===== src/rtl/axle_pkg.sv =====
package axle_pkg;

    // Beam pair encoding: bit 1 is sensor A, bit 0 is sensor B, 1 = blocked
    localparam logic [1:0] BEAM_CLEAR = 2'b00;
    localparam logic [1:0] BEAM_A     = 2'b10;
    localparam logic [1:0] BEAM_B     = 2'b01;
    localparam logic [1:0] BEAM_BOTH  = 2'b11;

    typedef enum logic [3:0] {
        ST_IDLE,
        ST_L_ENTER,
        ST_L_MID,
        ST_L_EXIT,
        ST_L_DONE,
        ST_R_ENTER,
        ST_R_MID,
        ST_R_EXIT,
        ST_R_DONE
    } axle_state_e;

endpackage


===== src/rtl/axle_sync.sv =====
module axle_sync #(
    parameter int unsigned STAGES = 2,
    parameter int unsigned WIDTH  = 2
) (
    input  logic             clk,
    input  logic             rst,
    input  logic [WIDTH-1:0] async_i,
    output logic [WIDTH-1:0] sync_o
);

    logic [WIDTH-1:0] chain_q [STAGES];

    // Stage 0 samples the raw lines; each later stage samples its predecessor
    for (genvar s = 0; s < STAGES; s++) begin : g_stage
        if (s == 0) begin : g_first
            always_ff @(posedge clk) begin
                if (rst) chain_q[s] <= '0;
                else     chain_q[s] <= async_i;
            end
        end else begin : g_next
            always_ff @(posedge clk) begin
                if (rst) chain_q[s] <= '0;
                else     chain_q[s] <= chain_q[s-1];
            end
        end
    end

    assign sync_o = chain_q[STAGES-1];

endmodule


===== src/rtl/axle_dir_fsm.sv =====
module axle_dir_fsm
    import axle_pkg::*;
(
    input  logic       clk,
    input  logic       rst,
    input  logic [1:0] beams_i,
    output logic       fwd_o,
    output logic       rev_o
);

    axle_state_e state_q;
    axle_state_e state_d;

    // Choice of next state wherever the zone is assumed empty
    function automatic axle_state_e from_clear(input logic [1:0] ab);
        axle_state_e nxt;
        case (ab)
            BEAM_A:  nxt = ST_L_ENTER;
            BEAM_B:  nxt = ST_R_ENTER;
            default: nxt = ST_IDLE;   // stays clear, or both blocked at once
        endcase
        return nxt;
    endfunction

    always_ff @(posedge clk) begin
        if (rst) state_q <= ST_IDLE;
        else     state_q <= state_d;
    end

    always_comb begin
        state_d = state_q;
        unique case (state_q)
            ST_IDLE, ST_L_DONE, ST_R_DONE: begin
                state_d = from_clear(beams_i);
            end
            ST_L_ENTER: begin
                case (beams_i)
                    BEAM_A:     state_d = ST_L_ENTER;
                    BEAM_BOTH:  state_d = ST_L_MID;
                    BEAM_CLEAR: state_d = ST_IDLE;     // backed out
                    default:    state_d = ST_IDLE;     // double-bit jump
                endcase
            end
            ST_L_MID: begin
                case (beams_i)
                    BEAM_BOTH:  state_d = ST_L_MID;
                    BEAM_B:     state_d = ST_L_EXIT;
                    BEAM_A:     state_d = ST_L_ENTER;  // reversing
                    default:    state_d = ST_IDLE;     // double-bit jump
                endcase
            end
            ST_L_EXIT: begin
                case (beams_i)
                    BEAM_B:     state_d = ST_L_EXIT;
                    BEAM_CLEAR: state_d = ST_L_DONE;
                    BEAM_BOTH:  state_d = ST_L_MID;    // reversing
                    default:    state_d = ST_IDLE;     // double-bit jump
                endcase
            end
            ST_R_ENTER: begin
                case (beams_i)
                    BEAM_B:     state_d = ST_R_ENTER;
                    BEAM_BOTH:  state_d = ST_R_MID;
                    BEAM_CLEAR: state_d = ST_IDLE;     // backed out
                    default:    state_d = ST_IDLE;     // double-bit jump
                endcase
            end
            ST_R_MID: begin
                case (beams_i)
                    BEAM_BOTH:  state_d = ST_R_MID;
                    BEAM_A:     state_d = ST_R_EXIT;
                    BEAM_B:     state_d = ST_R_ENTER;  // reversing
                    default:    state_d = ST_IDLE;     // double-bit jump
                endcase
            end
            ST_R_EXIT: begin
                case (beams_i)
                    BEAM_A:     state_d = ST_R_EXIT;
                    BEAM_CLEAR: state_d = ST_R_DONE;
                    BEAM_BOTH:  state_d = ST_R_MID;    // reversing
                    default:    state_d = ST_IDLE;     // double-bit jump
                endcase
            end
            default: state_d = ST_IDLE;
        endcase
    end

    // Moore outputs: a function of the state register alone
    always_comb begin
        fwd_o = 1'b0;
        rev_o = 1'b0;
        unique case (state_q)
            ST_L_DONE: fwd_o = 1'b1;
            ST_R_DONE: rev_o = 1'b1;
            default: begin
                fwd_o = 1'b0;
                rev_o = 1'b0;
            end
        endcase
    end


    no_both_chk: assert property (@(posedge clk) disable iff (rst)
        !(fwd_o && rev_o));


    fwd_single_chk: assert property (@(posedge clk) disable iff (rst)
        fwd_o |=> !fwd_o);


    rev_single_chk: assert property (@(posedge clk) disable iff (rst)
        rev_o |=> !rev_o);


    idle_both_chk: assert property (@(posedge clk) disable iff (rst)
        (state_q == ST_IDLE && beams_i == BEAM_BOTH) |=> (!fwd_o && !rev_o));

endmodule


===== src/rtl/axle_wear_cnt.sv =====
module axle_wear_cnt #(
    parameter int unsigned WEAR_LIMIT = 100000,
    localparam int CNT_W = $clog2(WEAR_LIMIT + 1)
) (
    input  logic             clk,
    input  logic             rst,
    input  logic             fwd_i,
    input  logic             rev_i,
    output logic [CNT_W-1:0] count_o,
    output logic             alarm_o
);

    localparam logic [CNT_W-1:0] LAST_BEFORE = CNT_W'(WEAR_LIMIT - 1);
    localparam logic [CNT_W-1:0] TOP_COUNT   = CNT_W'(WEAR_LIMIT);

    logic [CNT_W-1:0] count_q;
    logic             alarm_q;
    logic             hit;

    assign hit = fwd_i | rev_i;

    always_ff @(posedge clk) begin
        if (rst) begin
            count_q <= '0;
            alarm_q <= 1'b0;
        end else if (hit && count_q != TOP_COUNT) begin
            count_q <= count_q + 1'b1;
            if (count_q == LAST_BEFORE) alarm_q <= 1'b1;
        end
    end

    assign count_o = count_q;
    assign alarm_o = alarm_q;


    alarm_sticky_chk: assert property (@(posedge clk) disable iff (rst)
        alarm_q |=> alarm_q);


    cnt_bound_chk: assert property (@(posedge clk) disable iff (rst)
        count_q <= TOP_COUNT);


    cnt_step_chk: assert property (@(posedge clk) disable iff (rst)
        (count_q != $past(count_q)) |-> (count_q == CNT_W'($past(count_q) + 1'b1)));


    alarm_match_chk: assert property (@(posedge clk) disable iff (rst)
        alarm_q == (count_q == TOP_COUNT));

endmodule


===== src/rtl/axle_xing_top.sv =====
module axle_xing_top #(
    parameter int unsigned WEAR_LIMIT  = 100000,
    parameter int unsigned SYNC_STAGES = 2,
    localparam int CNT_W = $clog2(WEAR_LIMIT + 1)
) (
    input  logic             clk,
    input  logic             rst,
    input  logic             beam_a_i,
    input  logic             beam_b_i,
    output logic             fwd_pulse_o,
    output logic             rev_pulse_o,
    output logic [CNT_W-1:0] wear_count_o,
    output logic             wear_alarm_o
);

    logic [1:0] beams_sync;
    logic       fwd;
    logic       rev;

    axle_sync #(
        .STAGES (SYNC_STAGES),
        .WIDTH  (2)
    ) u_sync (
        .clk     (clk),
        .rst     (rst),
        .async_i ({beam_a_i, beam_b_i}),
        .sync_o  (beams_sync)
    );

    axle_dir_fsm u_fsm (
        .clk     (clk),
        .rst     (rst),
        .beams_i (beams_sync),
        .fwd_o   (fwd),
        .rev_o   (rev)
    );

    axle_wear_cnt #(
        .WEAR_LIMIT (WEAR_LIMIT)
    ) u_wear (
        .clk     (clk),
        .rst     (rst),
        .fwd_i   (fwd),
        .rev_i   (rev),
        .count_o (wear_count_o),
        .alarm_o (wear_alarm_o)
    );

    assign fwd_pulse_o = fwd;
    assign rev_pulse_o = rev;


    count_follows_pulse_chk: assert property (@(posedge clk) disable iff (rst)
        (!fwd && !rev) |=> $stable(wear_count_o));

endmodule


===== config.mk =====
export PLATFORM = sky130hd
export DESIGN_NAME = axle_xing_top
export DESIGN_NICKNAME = d
export VERILOG_FILES = /design/src/rtl/axle_pkg.sv /design/src/rtl/axle_sync.sv /design/src/rtl/axle_dir_fsm.sv /design/src/rtl/axle_wear_cnt.sv /design/src/rtl/axle_xing_top.sv
export SDC_FILE = /design/constraint.sdc
export NUM_CORES = 1
export LEC_CHECK = 0
export BUFFER_PORTS_ARGS = -buffer_cell sky130_fd_sc_hd__buf_2
export CORE_ASPECT_RATIO = 0.5
export CORE_MARGIN = 10
export CORE_UTILIZATION = 35
export CTS_CLUSTER_SIZE = 20
export DETAILED_ROUTE_END_ITERATION = 10
export PLACE_DENSITY = 0.63
export SETUP_SLACK_MARGIN = 0.5
export SLEW_MARGIN = 25
export SYNTH_ARGS = -nofsm -noshare
export SYNTH_HDL_FRONTEND = slang
export SYNTH_HIERARCHICAL = 1
export SYNTH_SLANG_ARGS = --single-unit

===== constraint.sdc =====
create_clock -name clk -period 4 [get_ports clk]
set_input_delay 0.8 -clock clk [delete_from_list [all_inputs] [get_ports clk]]
set_output_delay 0.8 -clock clk [all_outputs]
set_load 0.02 [all_outputs]

==> impl_metrics.xml <==
<?xml version="1.0" encoding="UTF-8"?>
<metrics>
  <group name="sta">
    <metric name="peak_freq" unit="MHz">435</metric>
    <metric name="slew_headroom" unit="">0.678</metric>
    <metric name="layout_worst_path_cycle_share" unit="">0.574</metric>
    <metric name="setup_repair_after_global_routing_missed_its_margin" unit="">no</metric>
    <metric name="post-route-min-period" unit="ps">2300</metric>
    <metric name="worst_slew_pin_slew" unit="ps">483</metric>
    <metric name="hold_viol_final" unit="">0</metric>
    <metric name="final-setup-viol-count" unit="">0</metric>
    <metric name="slew_violations" unit="">0</metric>
    <metric name="setup_tns" unit="ps">0</metric>
    <metric name="clock-skew-final" unit="ps">2.42</metric>
  </group>
  <group name="clocking">
    <metric name="cts_hold_buffers" unit="">0</metric>
    <metric name="post_cts_buffers" unit="">0</metric>
    <metric name="cts_tree" unit="">built</metric>
    <metric name="ctsRootBufferMaster" unit="">clkbuf_8</metric>
    <metric name="count_of_clock_tree_sinks" unit="">26</metric>
    <metric name="cts.repair.resized" unit="">0</metric>
    <metric name="cts_made_buffers" unit="">3</metric>
    <metric name="clock_transition_time_at_the_flip_flop_clock_pins_of_the_worst_setup_and_hold_paths" unit="ps">80</metric>
    <metric name="clk_path_buf_depth" unit="">2</metric>
    <metric name="htree_num_levels" unit="">1</metric>
    <metric name="clock_insertion_delay_worst_skew" unit="ps">270</metric>
  </group>
  <group name="route">
    <metric name="detail_route.first_pass.iterations" unit="">4</metric>
    <metric name="routed_via_density" unit="">5.10</metric>
    <metric name="drc" unit="">0</metric>
    <metric name="vias" unit="">1198</metric>
    <metric name="drt_first_iter_violations" unit="">43</metric>
    <metric name="post_route_antenna_net_violation_count" unit="">0</metric>
    <metric name="routedWlPerCell" unit="um">13.4</metric>
    <metric name="wire_length_reported_by_the_detailed_router" unit="mm">3.14</metric>
  </group>
  <group name="outcome">
    <metric name="run_status" unit="">finished, final reports clean</metric>
  </group>
  <group name="yosys">
    <metric name="synth.lib_cells_used.distinct" unit="">44</metric>
    <metric name="share_of_synthesized_area_occupied_by_flip_flops_and_latches" unit="">0.364</metric>
    <metric name="synth_area_per_cell" unit="sq um">9.12</metric>
    <metric name="yosys_warnings" unit="">6</metric>
    <metric name="postSynthRegisterBits" unit="">26</metric>
    <metric name="synth_nets" unit="">170</metric>
    <metric name="synth_area" unit="sq um">1430</metric>
    <metric name="netlist_instances" unit="">157</metric>
  </group>
  <group name="worst_setup_path">
    <metric name="worstSetupPathType" unit="">reg2out</metric>
    <metric name="reg2reg_to" unit="">u_wear/count_o[15]</metric>
    <metric name="timing.reg2reg.worst_path_depth" unit="">7</metric>
    <metric name="rrSetupSlack" unit="ps">1800</metric>
    <metric name="end_kind" unit="">output pin</metric>
    <metric name="regToRegStartpoint" unit="">u_fsm/state_q[2]</metric>
    <metric name="cp_data_arrival_time" unit="ps">1500</metric>
    <metric name="maximum_fanout_along_the_worst_path" unit="">7</metric>
    <metric name="critPathLaunchType" unit="">flop</metric>
    <metric name="required" unit="ps">3200</metric>
  </group>
  <group name="power">
    <metric name="power_density" unit="nW/um^2">262</metric>
    <metric name="power_leakage" unit="nW">0.597</metric>
    <metric name="peakVddDrop" unit="mV">0.108</metric>
    <metric name="post-layout-total-power" unit="mW">0.433</metric>
  </group>
  <group name="finish">
    <metric name="layout_cell_share_with_drive_strength_beyond_1" unit="">0.204</metric>
    <metric name="diodes" unit="">0</metric>
    <metric name="final_net_count" unit="">196</metric>
    <metric name="area_growth_syn_to_layout" unit="%">15.5</metric>
    <metric name="finish.cell_count_without_fillers" unit="">235</metric>
    <metric name="finalCoreUtilization" unit="">0.421</metric>
  </group>
  <group name="place">
    <metric name="hpwl" unit="mm">2.30</metric>
    <metric name="numPlacedInstances" unit="">232</metric>
    <metric name="portBuffers" unit="">23</metric>
    <metric name="gp_congestion" unit="">0.819</metric>
  </group>
  <group name="global_route">
    <metric name="groute.layer.met1.usage" unit="">0.0985</metric>
    <metric name="grt-ovfl-total" unit="">0</metric>
    <metric name="antenna_found_initial" unit="">0</metric>
    <metric name="grt_max_degree" unit="">28</metric>
    <metric name="gr-max-usage-layer" unit="">met2</metric>
    <metric name="grt.total_usage" unit="">0.0861</metric>
    <metric name="grt_pass1_wl" unit="mm">5.40</metric>
    <metric name="grtUsageMet3" unit="">0.0226</metric>
    <metric name="via_count_of_the_first_global_routing_pass" unit="">1149</metric>
    <metric name="groute.layer.met2.usage" unit="">0.155</metric>
  </group>
  <group name="floorplanning">
    <metric name="design.core.area" unit="sq um">3920</metric>
    <metric name="chipHeight" unit="um">65.2</metric>
    <metric name="die_area" unit="sq um">7200</metric>
    <metric name="io_pins" unit="">24</metric>
    <metric name="initial_utilization" unit="">0.365</metric>
    <metric name="floorplan.die.width" unit="um">110</metric>
    <metric name="row_count" unit="">16</metric>
  </group>
  <group name="min_path">
    <metric name="hold-path-endpoint" unit="">u_sync/chain_q[1][1]</metric>
    <metric name="worst_hold_path_type" unit="">reg2reg</metric>
    <metric name="hold_depth" unit="">1</metric>
    <metric name="min-delay-start" unit="">u_sync/chain_q[0][1]</metric>
  </group>
  <group name="run">
    <metric name="maxCapViolCount" unit="">0</metric>
  </group>
</metrics>
## area by class of cell
class	count	area, sq um
clock buffers	3	41.3
fillers	418	2270
inverters	7	26.3
multi-input cells	120	867
flip-flops and latches	26	520
well taps	54	67.6
repair buffers	25	130
## power breakdown
part / leakage, nW / internal (mW) / switching (mW) / total [mW]
Sequential: 0.210 / 0.262 / 0.00400 / 0.266
Combinational: 0.365 / 0.00986 / 0.0134 / 0.0233
Clock: 0.0216 / 0.0674 / 0.0770 / 0.144
Total: 0.597 / 0.339 / 0.0944 / 0.433
## cell families after synthesis
group                    Yosys count  share of synthesized area
buffers and inverters             11                     0.0306
XOR/XNOR                          11                     0.0673
flip-flops                        26                      0.364
multiplexers                       5                     0.0402
AND/OR/NAND/NOR                   72                      0.298
AO/OA/AOI/OAI                     23                      0.122
adder cells (fa/ha/maj)            9                     0.0787
## registers in the layout, indices dropped and copies added, names as in the netlist
signal and flops:
u_sync/chain_q 4, u_fsm/state_q 4, u_wear/count_o 17, u_wear/alarm_o 1
## layer usage
metal / vias up / part of all wire
li1: 607 / -
met1: 568 / 0.48
met2: 23 / 0.49
met3: 0 / 0.033
met4: 0 / 0
met5: - / 0
## synthesized netlist by cell type
| cell type | count | share of area |
|---|---|---|
| nor2b_1 | 5 | 0.022 |
| mux2i_1 | 2 | 0.014 |
| nor3b_1 | 5 | 0.026 |
| o22ai_1 | 1 | 0.0044 |
| clkbuf_1 | 2 | 0.0052 |
| a21oi_1 | 5 | 0.017 |
| nor2_1 | 18 | 0.047 |
| and4_1 | 1 | 0.0061 |
| a211oi_1 | 1 | 0.0052 |
| a31oi_1 | 2 | 0.0087 |
| buf_2 | 2 | 0.0070 |
| or4b_2 | 1 | 0.0070 |
| o21bai_1 | 1 | 0.0052 |
| o31ai_1 | 2 | 0.010 |
| o21ai_1 | 2 | 0.0070 |
| nor4_4 | 1 | 0.015 |
| o211ai_1 | 2 | 0.010 |
| and2b_1 | 1 | 0.0052 |
| or3_1 | 5 | 0.022 |
| or4b_4 | 1 | 0.0096 |
| ha_1 | 9 | 0.079 |
| nor4_1 | 4 | 0.017 |
| dfxtp_1 | 26 | 0.36 |
| inv_1 | 7 | 0.018 |
| nand4_1 | 2 | 0.0087 |
| mux2_4 | 1 | 0.010 |
| nand3b_1 | 1 | 0.0052 |
| nand2b_1 | 5 | 0.022 |
| xnor2_1 | 9 | 0.055 |
| a41oi_2 | 1 | 0.011 |
| mux2_2 | 1 | 0.0079 |
| nand4b_1 | 1 | 0.0061 |
| o2111ai_4 | 1 | 0.018 |
| mux2_1 | 1 | 0.0079 |
| nor3_1 | 5 | 0.017 |
| or4_1 | 1 | 0.0052 |
| nand4bb_1 | 1 | 0.0079 |
| o2111ai_1 | 2 | 0.012 |
| nand3_1 | 5 | 0.017 |
| nor2_2 | 2 | 0.0087 |
| nor4b_1 | 1 | 0.0061 |
| o21ai_0 | 3 | 0.010 |
| xor2_1 | 2 | 0.012 |
| nand2_1 | 6 | 0.016 |
## worst max-delay path by stage
stage	end	from	slack, ps
floorplan	u_wear/count_o[13]	u_fsm/state_q[1]	870
global placement	u_wear/count_o[13]	u_fsm/state_q[2]	1920
detailed placement	u_wear/count_o[13]	u_fsm/state_q[2]	1850
CTS	fwd_pulse_o	u_fsm/state_q[2]	1710
global route	fwd_pulse_o	u_fsm/state_q[2]	1620
finish	fwd_pulse_o	u_fsm/state_q[2]	1700
## cell usage in the layout (no fill, tap or decap), drive strengths merged, types with 2 or more instances in the layout
cell type	Yosys	routed
xor2	2	2
mux2	3	3
dfxtp	26	26
a31oi	2	2
o211ai	2	2
o2111ai	3	3
or3	5	5
ha	9	9
nor3b	5	5
nand4	2	2
nor2b	5	5
clkbuf	2	3
nand2b	5	5
nor3	5	5
xnor2	9	9
nor2	20	20
inv	7	7
o31ai	2	2
nor4	5	5
nand3	5	5
mux2i	2	2
o21ai	5	5
a21oi	5	5
buf	2	25
or4b	2	2
nand2	6	6
## critical path, cell delays in order, from the launching register on
cell,delay [ps]
dfxtp_1,460
and2b_1,200
nor3b_1,190
buf_4,190
buf_2,180
## per-stage QoR
| step | setup WS (ps) | hold WS [ps] | instance area (sq um) |
|---|---|---|---|
| floorplan | 872 | 414 | 1430 |
| global placement | 1920 | 428 | 1610 |
| detailed placement | 1850 | 423 | 1610 |
| CTS | 1710 | 444 | 1650 |
| global route | 1620 | 469 | 1650 |
| finish | 1700 | 439 | 1650 |
(Power assumes the default switching activity.)
